===== src/rtl/sb_pkg.sv =====
package sb_pkg;

    typedef enum logic [1:0] {
        FK_STORE = 2'b00,
        FK_LOAD  = 2'b01,
        FK_FULL  = 2'b10,
        FK_LOCK  = 2'b11
    } fence_kind_e;

    typedef enum logic [2:0] {
        FN_IDLE,
        FN_STORE,
        FN_LOAD,
        FN_FULL,
        FN_LOCK
    } fence_state_e;

    typedef enum logic [1:0] {
        LD_IDLE,
        LD_ISSUE,
        LD_WAIT,
        LD_REPLY
    } load_state_e;

endpackage


===== src/rtl/sb_queue.sv =====
// Circular store queue with parallel word-address lookup for forwarding.
module sb_queue #(
    parameter int DEPTH = 8,
    parameter int AW    = 32,
    parameter int DW    = 32
) (
    input  logic          clk,
    input  logic          rst_n,
    input  logic          enq,
    input  logic [AW-1:0] enq_addr,
    input  logic [DW-1:0] enq_data,
    input  logic          deq,
    output logic [AW-1:0] head_addr,
    output logic [DW-1:0] head_data,
    input  logic [AW-3:0] lk_word,
    output logic          lk_hit,
    output logic [DW-1:0] lk_data,
    output logic          full,
    output logic          empty
);
    localparam int PW = (DEPTH > 1) ? $clog2(DEPTH) : 1;
    localparam int CW = $clog2(DEPTH + 1);

    logic [AW-1:0]    addr_q [DEPTH];
    logic [DW-1:0]    data_q [DEPTH];
    logic [DEPTH-1:0] vld_q;
    logic [DEPTH-1:0] match;
    logic [PW-1:0]    head_q, tail_q;
    logic [CW-1:0]    count_q;

    function automatic logic [PW-1:0] bump(input logic [PW-1:0] p);
        return (p == PW'(DEPTH - 1)) ? '0 : p + PW'(1);
    endfunction

    // payload storage, written only at the tail
    always_ff @(posedge clk) begin
        if (enq) begin
            addr_q[tail_q] <= enq_addr;
            data_q[tail_q] <= enq_data;
        end
    end

    always_ff @(posedge clk or negedge rst_n) begin
        if (!rst_n) begin
            head_q  <= '0;
            tail_q  <= '0;
            count_q <= '0;
            vld_q   <= '0;
        end else begin
            if (enq) begin
                tail_q         <= bump(tail_q);
                vld_q[tail_q]  <= 1'b1;
            end
            if (deq) begin
                head_q         <= bump(head_q);
                vld_q[head_q]  <= 1'b0;
            end
            count_q <= count_q + CW'(enq) - CW'(deq);
        end
    end

    // one comparator per slot, all in the same cycle
    for (genvar s = 0; s < DEPTH; s++) begin : g_cmp
        assign match[s] = vld_q[s] && (addr_q[s][AW-1:2] == lk_word);
    end

    // walk from oldest to youngest; the last hit wins
    always_comb begin
        logic [PW-1:0] slot;
        lk_hit  = 1'b0;
        lk_data = '0;
        slot    = head_q;
        for (int i = 0; i < DEPTH; i++) begin
            if (match[slot]) begin
                lk_hit  = 1'b1;
                lk_data = data_q[slot];
            end
            slot = bump(slot);
        end
    end

    assign head_addr = addr_q[head_q];
    assign head_data = data_q[head_q];
    assign full      = (count_q == CW'(DEPTH));
    assign empty     = (count_q == '0);

endmodule


===== src/rtl/sb_load_fsm.sv =====
// Load sequencer: forwarded reply, or one memory read at a time.
module sb_load_fsm
    import sb_pkg::*;
#(
    parameter int AW = 32,
    parameter int DW = 32
) (
    input  logic          clk,
    input  logic          rst_n,
    input  logic          ld_fire,
    input  logic [AW-1:0] ld_addr,
    input  logic          fwd_hit,
    input  logic [DW-1:0] fwd_data,
    input  logic          rd_grant,
    input  logic          mem_rvalid,
    input  logic [DW-1:0] mem_rdata,
    output logic          rd_req,
    output logic [AW-1:0] rd_addr,
    output logic          hold_st,
    output logic          idle,
    output logic          resp_valid,
    output logic [DW-1:0] resp_data,
    output logic          resp_fwd
);
    load_state_e   st_q, st_d;
    logic [AW-1:0] addr_q;
    logic [DW-1:0] data_q;
    logic          fwd_q;

    always_comb begin
        st_d = st_q;
        unique case (st_q)
            LD_IDLE:  if (ld_fire)    st_d = fwd_hit ? LD_REPLY : LD_ISSUE;
            LD_ISSUE: if (rd_grant)   st_d = LD_WAIT;
            LD_WAIT:  if (mem_rvalid) st_d = LD_REPLY;
            LD_REPLY:                 st_d = LD_IDLE;
            default:                  st_d = LD_IDLE;
        endcase
    end

    always_ff @(posedge clk or negedge rst_n) begin
        if (!rst_n) st_q <= LD_IDLE;
        else        st_q <= st_d;
    end

    always_ff @(posedge clk or negedge rst_n) begin
        if (!rst_n) begin
            addr_q <= '0;
            data_q <= '0;
            fwd_q  <= 1'b0;
        end else if (st_q == LD_IDLE && ld_fire) begin
            addr_q <= ld_addr;
            data_q <= fwd_data;
            fwd_q  <= fwd_hit;
        end else if (st_q == LD_WAIT && mem_rvalid) begin
            data_q <= mem_rdata;
        end
    end

    always_comb begin
        rd_req     = 1'b0;
        hold_st    = 1'b0;
        idle       = 1'b0;
        resp_valid = 1'b0;
        unique case (st_q)
            LD_IDLE:  idle       = 1'b1;
            LD_ISSUE: begin
                rd_req  = 1'b1;
                hold_st = 1'b1;
            end
            LD_WAIT:  ;
            LD_REPLY: resp_valid = 1'b1;
            default:  ;
        endcase
    end

    assign rd_addr   = addr_q;
    assign resp_data = data_q;
    assign resp_fwd  = fwd_q;

endmodule


===== src/rtl/sb_fence_fsm.sv =====
// Ordering controller for store, load and full fences and locked operations.
module sb_fence_fsm
    import sb_pkg::*;
(
    input  logic         clk,
    input  logic         rst_n,
    input  logic         fn_valid,
    input  fence_kind_e  fn_kind,
    input  logic         st_valid,
    input  logic         ld_valid,
    input  logic         q_empty,
    input  logic         load_idle,
    output logic         fn_ready,
    output logic         fn_done,
    output logic         blk_st,
    output logic         blk_ld,
    output fence_state_e state
);
    fence_state_e st_q, st_d;
    logic         drained;

    assign drained = q_empty && load_idle;

    always_comb begin
        st_d = st_q;
        unique case (st_q)
            FN_IDLE: begin
                if (fn_valid && fn_ready) begin
                    unique case (fn_kind)
                        FK_STORE: st_d = FN_STORE;
                        FK_LOAD:  st_d = FN_LOAD;
                        FK_FULL:  st_d = FN_FULL;
                        FK_LOCK:  st_d = FN_LOCK;
                        default:  st_d = FN_IDLE;
                    endcase
                end
            end
            FN_STORE: if (q_empty)   st_d = FN_IDLE;
            FN_LOAD:  if (load_idle) st_d = FN_IDLE;
            FN_FULL:  if (drained)   st_d = FN_IDLE;
            FN_LOCK:  if (drained)   st_d = FN_IDLE;
            default:                 st_d = FN_IDLE;
        endcase
    end

    always_ff @(posedge clk or negedge rst_n) begin
        if (!rst_n) st_q <= FN_IDLE;
        else        st_q <= st_d;
    end

    always_comb begin
        fn_ready = 1'b0;
        fn_done  = 1'b0;
        blk_st   = 1'b0;
        blk_ld   = 1'b0;
        unique case (st_q)
            FN_IDLE:  fn_ready = !st_valid && !ld_valid;
            FN_STORE: begin
                blk_st  = 1'b1;
                fn_done = q_empty;
            end
            FN_LOAD: begin
                blk_ld  = 1'b1;
                fn_done = load_idle;
            end
            FN_FULL, FN_LOCK: begin
                blk_st  = 1'b1;
                blk_ld  = 1'b1;
                fn_done = drained;
            end
            default: ;
        endcase
    end

    assign state = st_q;

endmodule


===== src/rtl/sb_port_arb.sv =====
// Single memory port: buffered writes first, load reads only when no write waits.
module sb_port_arb #(
    parameter int AW = 32,
    parameter int DW = 32
) (
    input  logic          wr_req,
    input  logic [AW-1:0] wr_addr,
    input  logic [DW-1:0] wr_data,
    input  logic          rd_req,
    input  logic [AW-1:0] rd_addr,
    input  logic          mem_ready,
    output logic          mem_valid,
    output logic          mem_we,
    output logic [AW-1:0] mem_addr,
    output logic [DW-1:0] mem_wdata,
    output logic          wr_grant,
    output logic          rd_grant
);
    always_comb begin
        mem_valid = wr_req || rd_req;
        mem_we    = wr_req;
        mem_addr  = wr_req ? wr_addr : rd_addr;
        mem_wdata = wr_data;
        wr_grant  = wr_req && mem_ready;
        rd_grant  = !wr_req && rd_req && mem_ready;
    end
endmodule


===== src/rtl/store_buffer_fwd.sv =====
module store_buffer_fwd
    import sb_pkg::*;
#(
    parameter int DEPTH = 8,
    parameter int AW    = 32,
    parameter int DW    = 32
) (
    input  logic          clk,
    input  logic          rst_n,
    input  logic          st_valid,
    input  logic [AW-1:0] st_addr,
    input  logic [DW-1:0] st_data,
    output logic          st_stall,
    input  logic          ld_valid,
    input  logic [AW-1:0] ld_addr,
    output logic          ld_ready,
    output logic          ld_resp_valid,
    output logic [DW-1:0] ld_resp_data,
    output logic          ld_resp_fwd,
    input  logic          fn_valid,
    input  logic [1:0]    fn_kind,
    output logic          fn_ready,
    output logic          fn_done,
    output logic          sb_empty,
    output logic          mem_valid,
    output logic          mem_we,
    output logic [AW-1:0] mem_addr,
    output logic [DW-1:0] mem_wdata,
    input  logic          mem_ready,
    input  logic          mem_rvalid,
    input  logic [DW-1:0] mem_rdata
);
    logic          enq, deq, q_full, q_empty;
    logic [AW-1:0] head_addr, rd_addr;
    logic [DW-1:0] head_data, fwd_data;
    logic          fwd_hit, rd_req, rd_grant, hold_st, load_idle;
    logic          blk_st, blk_ld, ld_fire;
    fence_state_e  fn_state;

    assign st_stall = q_full || blk_st || hold_st;
    assign enq      = st_valid && !st_stall;
    assign ld_ready = load_idle && !blk_ld && !st_valid;
    assign ld_fire  = ld_valid && ld_ready;
    assign sb_empty = q_empty;

    sb_queue #(.DEPTH(DEPTH), .AW(AW), .DW(DW)) u_queue (
        .clk       (clk),
        .rst_n     (rst_n),
        .enq       (enq),
        .enq_addr  (st_addr),
        .enq_data  (st_data),
        .deq       (deq),
        .head_addr (head_addr),
        .head_data (head_data),
        .lk_word   (ld_addr[AW-1:2]),
        .lk_hit    (fwd_hit),
        .lk_data   (fwd_data),
        .full      (q_full),
        .empty     (q_empty)
    );

    sb_load_fsm #(.AW(AW), .DW(DW)) u_load (
        .clk        (clk),
        .rst_n      (rst_n),
        .ld_fire    (ld_fire),
        .ld_addr    (ld_addr),
        .fwd_hit    (fwd_hit),
        .fwd_data   (fwd_data),
        .rd_grant   (rd_grant),
        .mem_rvalid (mem_rvalid),
        .mem_rdata  (mem_rdata),
        .rd_req     (rd_req),
        .rd_addr    (rd_addr),
        .hold_st    (hold_st),
        .idle       (load_idle),
        .resp_valid (ld_resp_valid),
        .resp_data  (ld_resp_data),
        .resp_fwd   (ld_resp_fwd)
    );

    sb_fence_fsm u_fence (
        .clk       (clk),
        .rst_n     (rst_n),
        .fn_valid  (fn_valid),
        .fn_kind   (fence_kind_e'(fn_kind)),
        .st_valid  (st_valid),
        .ld_valid  (ld_valid),
        .q_empty   (q_empty),
        .load_idle (load_idle),
        .fn_ready  (fn_ready),
        .fn_done   (fn_done),
        .blk_st    (blk_st),
        .blk_ld    (blk_ld),
        .state     (fn_state)
    );

    sb_port_arb #(.AW(AW), .DW(DW)) u_arb (
        .wr_req    (!q_empty),
        .wr_addr   (head_addr),
        .wr_data   (head_data),
        .rd_req    (rd_req),
        .rd_addr   (rd_addr),
        .mem_ready (mem_ready),
        .mem_valid (mem_valid),
        .mem_we    (mem_we),
        .mem_addr  (mem_addr),
        .mem_wdata (mem_wdata),
        .wr_grant  (deq),
        .rd_grant  (rd_grant)
    );

endmodule


===== config.mk =====
export PLATFORM = sky130hd
export DESIGN_NAME = store_buffer_fwd
export DESIGN_NICKNAME = d
export VERILOG_FILES = /design/src/rtl/sb_pkg.sv /design/src/rtl/sb_queue.sv /design/src/rtl/sb_load_fsm.sv /design/src/rtl/sb_fence_fsm.sv /design/src/rtl/sb_port_arb.sv /design/src/rtl/store_buffer_fwd.sv
export SDC_FILE = /design/constraint.sdc
export NUM_CORES = 2
export LEC_CHECK = 0
export BUFFER_PORTS_ARGS = -buffer_cell sky130_fd_sc_hd__buf_4
export CAP_MARGIN = 20
export CORE_MARGIN = 2
export CORE_UTILIZATION = 55
export CTS_CLUSTER_SIZE = 25
export DETAILED_ROUTE_END_ITERATION = 12
export PLACE_DENSITY = 0.8
export SLEW_MARGIN = 10
export SYNTH_ARGS = -nofsm -noshare
export SYNTH_HDL_FRONTEND = slang
export SYNTH_HIERARCHICAL = 1
export SYNTH_SLANG_ARGS = --single-unit

===== constraint.sdc =====
create_clock -name clk -period 9.4 [get_ports clk]
set_input_delay 0.94 -clock clk [delete_from_list [all_inputs] [get_ports clk]]
set_output_delay 0.94 -clock clk [all_outputs]
set_load 0.05 [all_outputs]

==> results.tsv <==
stage	metric	value	unit
outcome	status	complete, no violations	
route	vias_per_cell	7.050	
worst_setup_path	slowest_stage	ha_1	
floorplan	die_w	265.6	um
sta	slew_violations	0	
synthesis	synthesis.nets	2932	
synthesis	synth_mux_area_share	30.64	%
cts	worstSkewPairLatency	0.64	ns
synthesis	netlist_instances	2770	
worst_setup_path	worst-path-buf-inv	3	
placement	io_buffers	241	
synthesis	synth.distinct_cells	86	
worst_setup_path	worstSetupPathType	reg2reg	
synthesis	synth-seq-cells	600	
synthesis	ys_async_sr_fraction	14.67	%
placement	finalWeightedCongestion	1.011	
cells_and_area	fin_cells	3817	
sta	whs	0.4098	ns
cts	htree_num_levels	3	
sta	setup_slack	2.698	ns
flow_run	cap_violations	0	
synthesis	synth_compound_area_share	6.109	%
floorplan	dieArea	70560	um^2
worst_setup_path	required	9.87	ns
global_route	grt.total_usage	33.91	%
sta	fin_crit	6.702	ns
route	drtIter0Drc	3456	
floorplan	start_util	55.76	%
sta	clock.fmax	149.2	MHz
route	dr.pass1.iters	8	
synthesis	seq_area_frac_synth	46.69	%
synthesis	syn_area_per_cell	13.59	um^2
worst_setup_path	crit_path_start_kind	flip-flop	
worst_setup_path	cp-end-kind	flip-flop	
sta	skew	0.02657	ns
cts	cts_setup_buffers	0	
cts	holdBufCountCts	0	
worst_setup_path	crit_family	adder cells	
floorplan	fp-row-count	95	
global_route	grt_pass1_wl	177.1	mm
synthesis	syn_area	37650	um^2
worst_setup_path	worstPathArrival	7.18	ns
global_route	antenna_found_initial	5	
placement	dp_cells	3684	
cells_and_area	syn_to_final_growth	11.82	%
worst_setup_path	path_cells	ha_1, ha_2, buf_4, nand2b_1, nand2_1, buf_4, ha_1, nand2_1, o22a_1, a211oi_2, buf_4, nand2_1, nand4b_1, mux2i_1, mux2i_1	
route	routedWlPerCell	31.43	um
global_route	overflow	0	
cts	numCtsBuffers	67	
cts	cts_sinks	600	
route	antenna_left	0	
floorplan	dieHeight	265.6	um
cells_and_area	drive_gt1_share	28.01	%
cts	ctsResizeCount	0	
synthesis	synth_xor_area_share	5.653	%
sta	worst_pin_slew	1.216	ns
synthesis	ys.flop_type	edfxtp_1	
cts	path_clk_slew	0.06	ns
sta	rsz0062_at_grt	false	
synthesis	yosys.area_share.simple	5.800	%
sta	maxSlewHeadroom	18.19	%
worst_setup_path	cp_max_fo	54	
route	vias	26910	
cells_and_area	fin_nets	3046	
synthesis	synth_enable_flop_cells	512	
global_route	grt_pass1_vias	27080	
cts	cts_buffer_depth	3	
sta	setup_tns	0	ns
placement	place_hpwl	78.42	mm
route	drc	0	
cts	cts_tree	built	
cts	clockRootBuffer	clkbuf_16	
floorplan	core_area	67510	um^2
floorplan	io_pins	242	
worst_setup_path	max_stage_delay	0.97	ns
placement	pre_cts_ws	2.455	ns
route	routed_wl	120.0	mm
sta	finalCritPeriodShare	71.30	%
synthesis	synth_warnings	6	
hold_path	hold_class	in2async	
sta	setup_viol	0	
sta	hold_viol	0	
global_route	grt_start_max_net_pins	144	
synthesis	synth_fa_ha_area_share	0.8508	%
synthesis	synth_top_family_by_area	multiplexers	
worst reg2reg max path, stage by stage (launching register included):
cell	delay (ns)
dfrtp_4	0.78
ha_1	0.38
ha_2	0.33
buf_4	0.68
nand2b_1	0.21
nand2_1	0.11
buf_4	0.44
ha_1	0.97
nand2_1	0.22
o22a_1	0.28
a211oi_2	0.21
buf_4	0.36
nand2_1	0.55
nand4b_1	0.59
mux2i_1	0.32
mux2i_1	0.12
flip-flops by register name, indices dropped and copies added (netlist names):
register          flops
u_fence/state         3
u_load/rd_addr       32
u_load/resp_data     32
u_load/resp_fwd       1
u_load/st_q           2
u_queue/addr_q      256
u_queue/count_q       4
u_queue/data_q      256
u_queue/head_q        3
u_queue/tail_q        3
u_queue/vld_q         8
routing by layer:
layer	vias up	global-route usage, %	share of wire (%)
li1	11080	-	-
met1	13490	43.29	36
met2	1908	55.05	48
met3	432	7.397	11
met4	0	16.98	5.6
met5	-	0	0
area by class of cell:
type | count | area, um^2
Multi-Input combinational cell | 1847 | 18570
Timing Repair Buffer | 290 | 2235
Tap cell | 873 | 1092
Clock inverter | 37 | 449.2
Inverter | 78 | 292.8
Clock buffer | 86 | 1849
Sequential cell | 600 | 17590
Fill cell | 4973 | 25420
Antenna cell | 6 | 15.01
stage by stage:
stage / util, % / area, um^2
after floorplan: - / 37650
after global placement: 58.81 / 39710
after detailed placement: 58.81 / 39710
after CTS: 62.21 / 42000
after global routing: 62.34 / 42090
final: 62.35 / 42090
synthesized netlist by cell type, types with 5 or more instances:
library cell  count  area share [%]
a311oi_1         16            0.37
mux2_4           27             1.1
nor3_1            5           0.066
mux2_2           82             2.5
xor2_1           32            0.74
mux4_2          253              15
a311o_1          18            0.48
nand2b_1         23            0.38
o22ai_1          23            0.38
edfxtp_1        512              41
dfrtp_1          88             5.8
nand4_1          80             1.3
a31o_1           18            0.42
buf_1            36            0.36
a21oi_1          33            0.44
inv_1            76            0.76
a31oi_1           5           0.083
nor4_1           29            0.48
a2111oi_0        11            0.26
buf_2            72            0.96
buf_4            52             1.0
buf_6             6            0.18
xnor2_1         211             4.9
o221a_2          12            0.36
ha_1             24            0.80
a22oi_1          35            0.70
o21ai_0          96             1.3
mux2i_1         448              12
nand3_1          45            0.60
o21ai_1          18            0.24
clkbuf_1         72            0.72
o211ai_1         17            0.34
nor2_1           40            0.40
nand2_1         181             1.8
placed cells by master (no fill, tap or decap), types with 6 or more instances in the layout:
cell,instances
a2111oi_0,11
nand2b_1,23
xnor2_1,211
clkbuf_16,68
o21ai_0,96
a22oi_1,35
o221a_2,12
xor2_1,32
nor2_4,8
a311oi_1,16
buf_4,285
o22ai_1,22
nor2_1,31
clkbuf_1,10
a311o_1,18
diode_2,6
o211ai_1,17
bufinv_16,6
inv_1,75
clkinv_2,8
clkinvlp_4,8
dfrtp_1,85
ha_1,21
edfxtp_1,512
a21oi_1,33
mux2_2,82
clkbuf_8,8
nand3_1,45
a31o_1,18
nand4_1,80
nand2_1,181
mux4_2,253
nor4_1,29
o21ai_1,17
mux2i_1,448
mux2_4,27
kinds of logic (layout without fill, tap and decap cells):
group	count (synthesis)	in the layout
buffers and inverters	323	491
XOR/XNOR	243	243
flip-flops	600	600
AO/OA/AOI/OAI	331	331
other	0	6
multiplexers	811	811
AND/OR/NAND/NOR	437	437
adder cells (fa/ha/maj)	25	25
worst paths after layout:
kind / startpoint / depth (start not counted) / slack, ns / to
worst min-delay path: rst_n / 1 / 0.41 / u_load/resp_data[15]
min in group clk: u_load/resp_data[21] / 2 / 0.49 / u_load/resp_data[21]
worst max register to register: u_queue/head_q[0] / 15 / 2.70 / u_load/st_q[1]
worst max-delay path: u_queue/head_q[0] / 15 / 2.70 / u_load/st_q[1]
max in group asynchronous: rst_n / 2 / 7.63 / u_queue/head_q[2]
worst min register to register: u_load/resp_data[21] / 2 / 0.49 / u_load/resp_data[21]
Power is left out: the tool's default activity adds up to more than one toggle a clock period on the data nets, which glitch-free logic cannot reach.
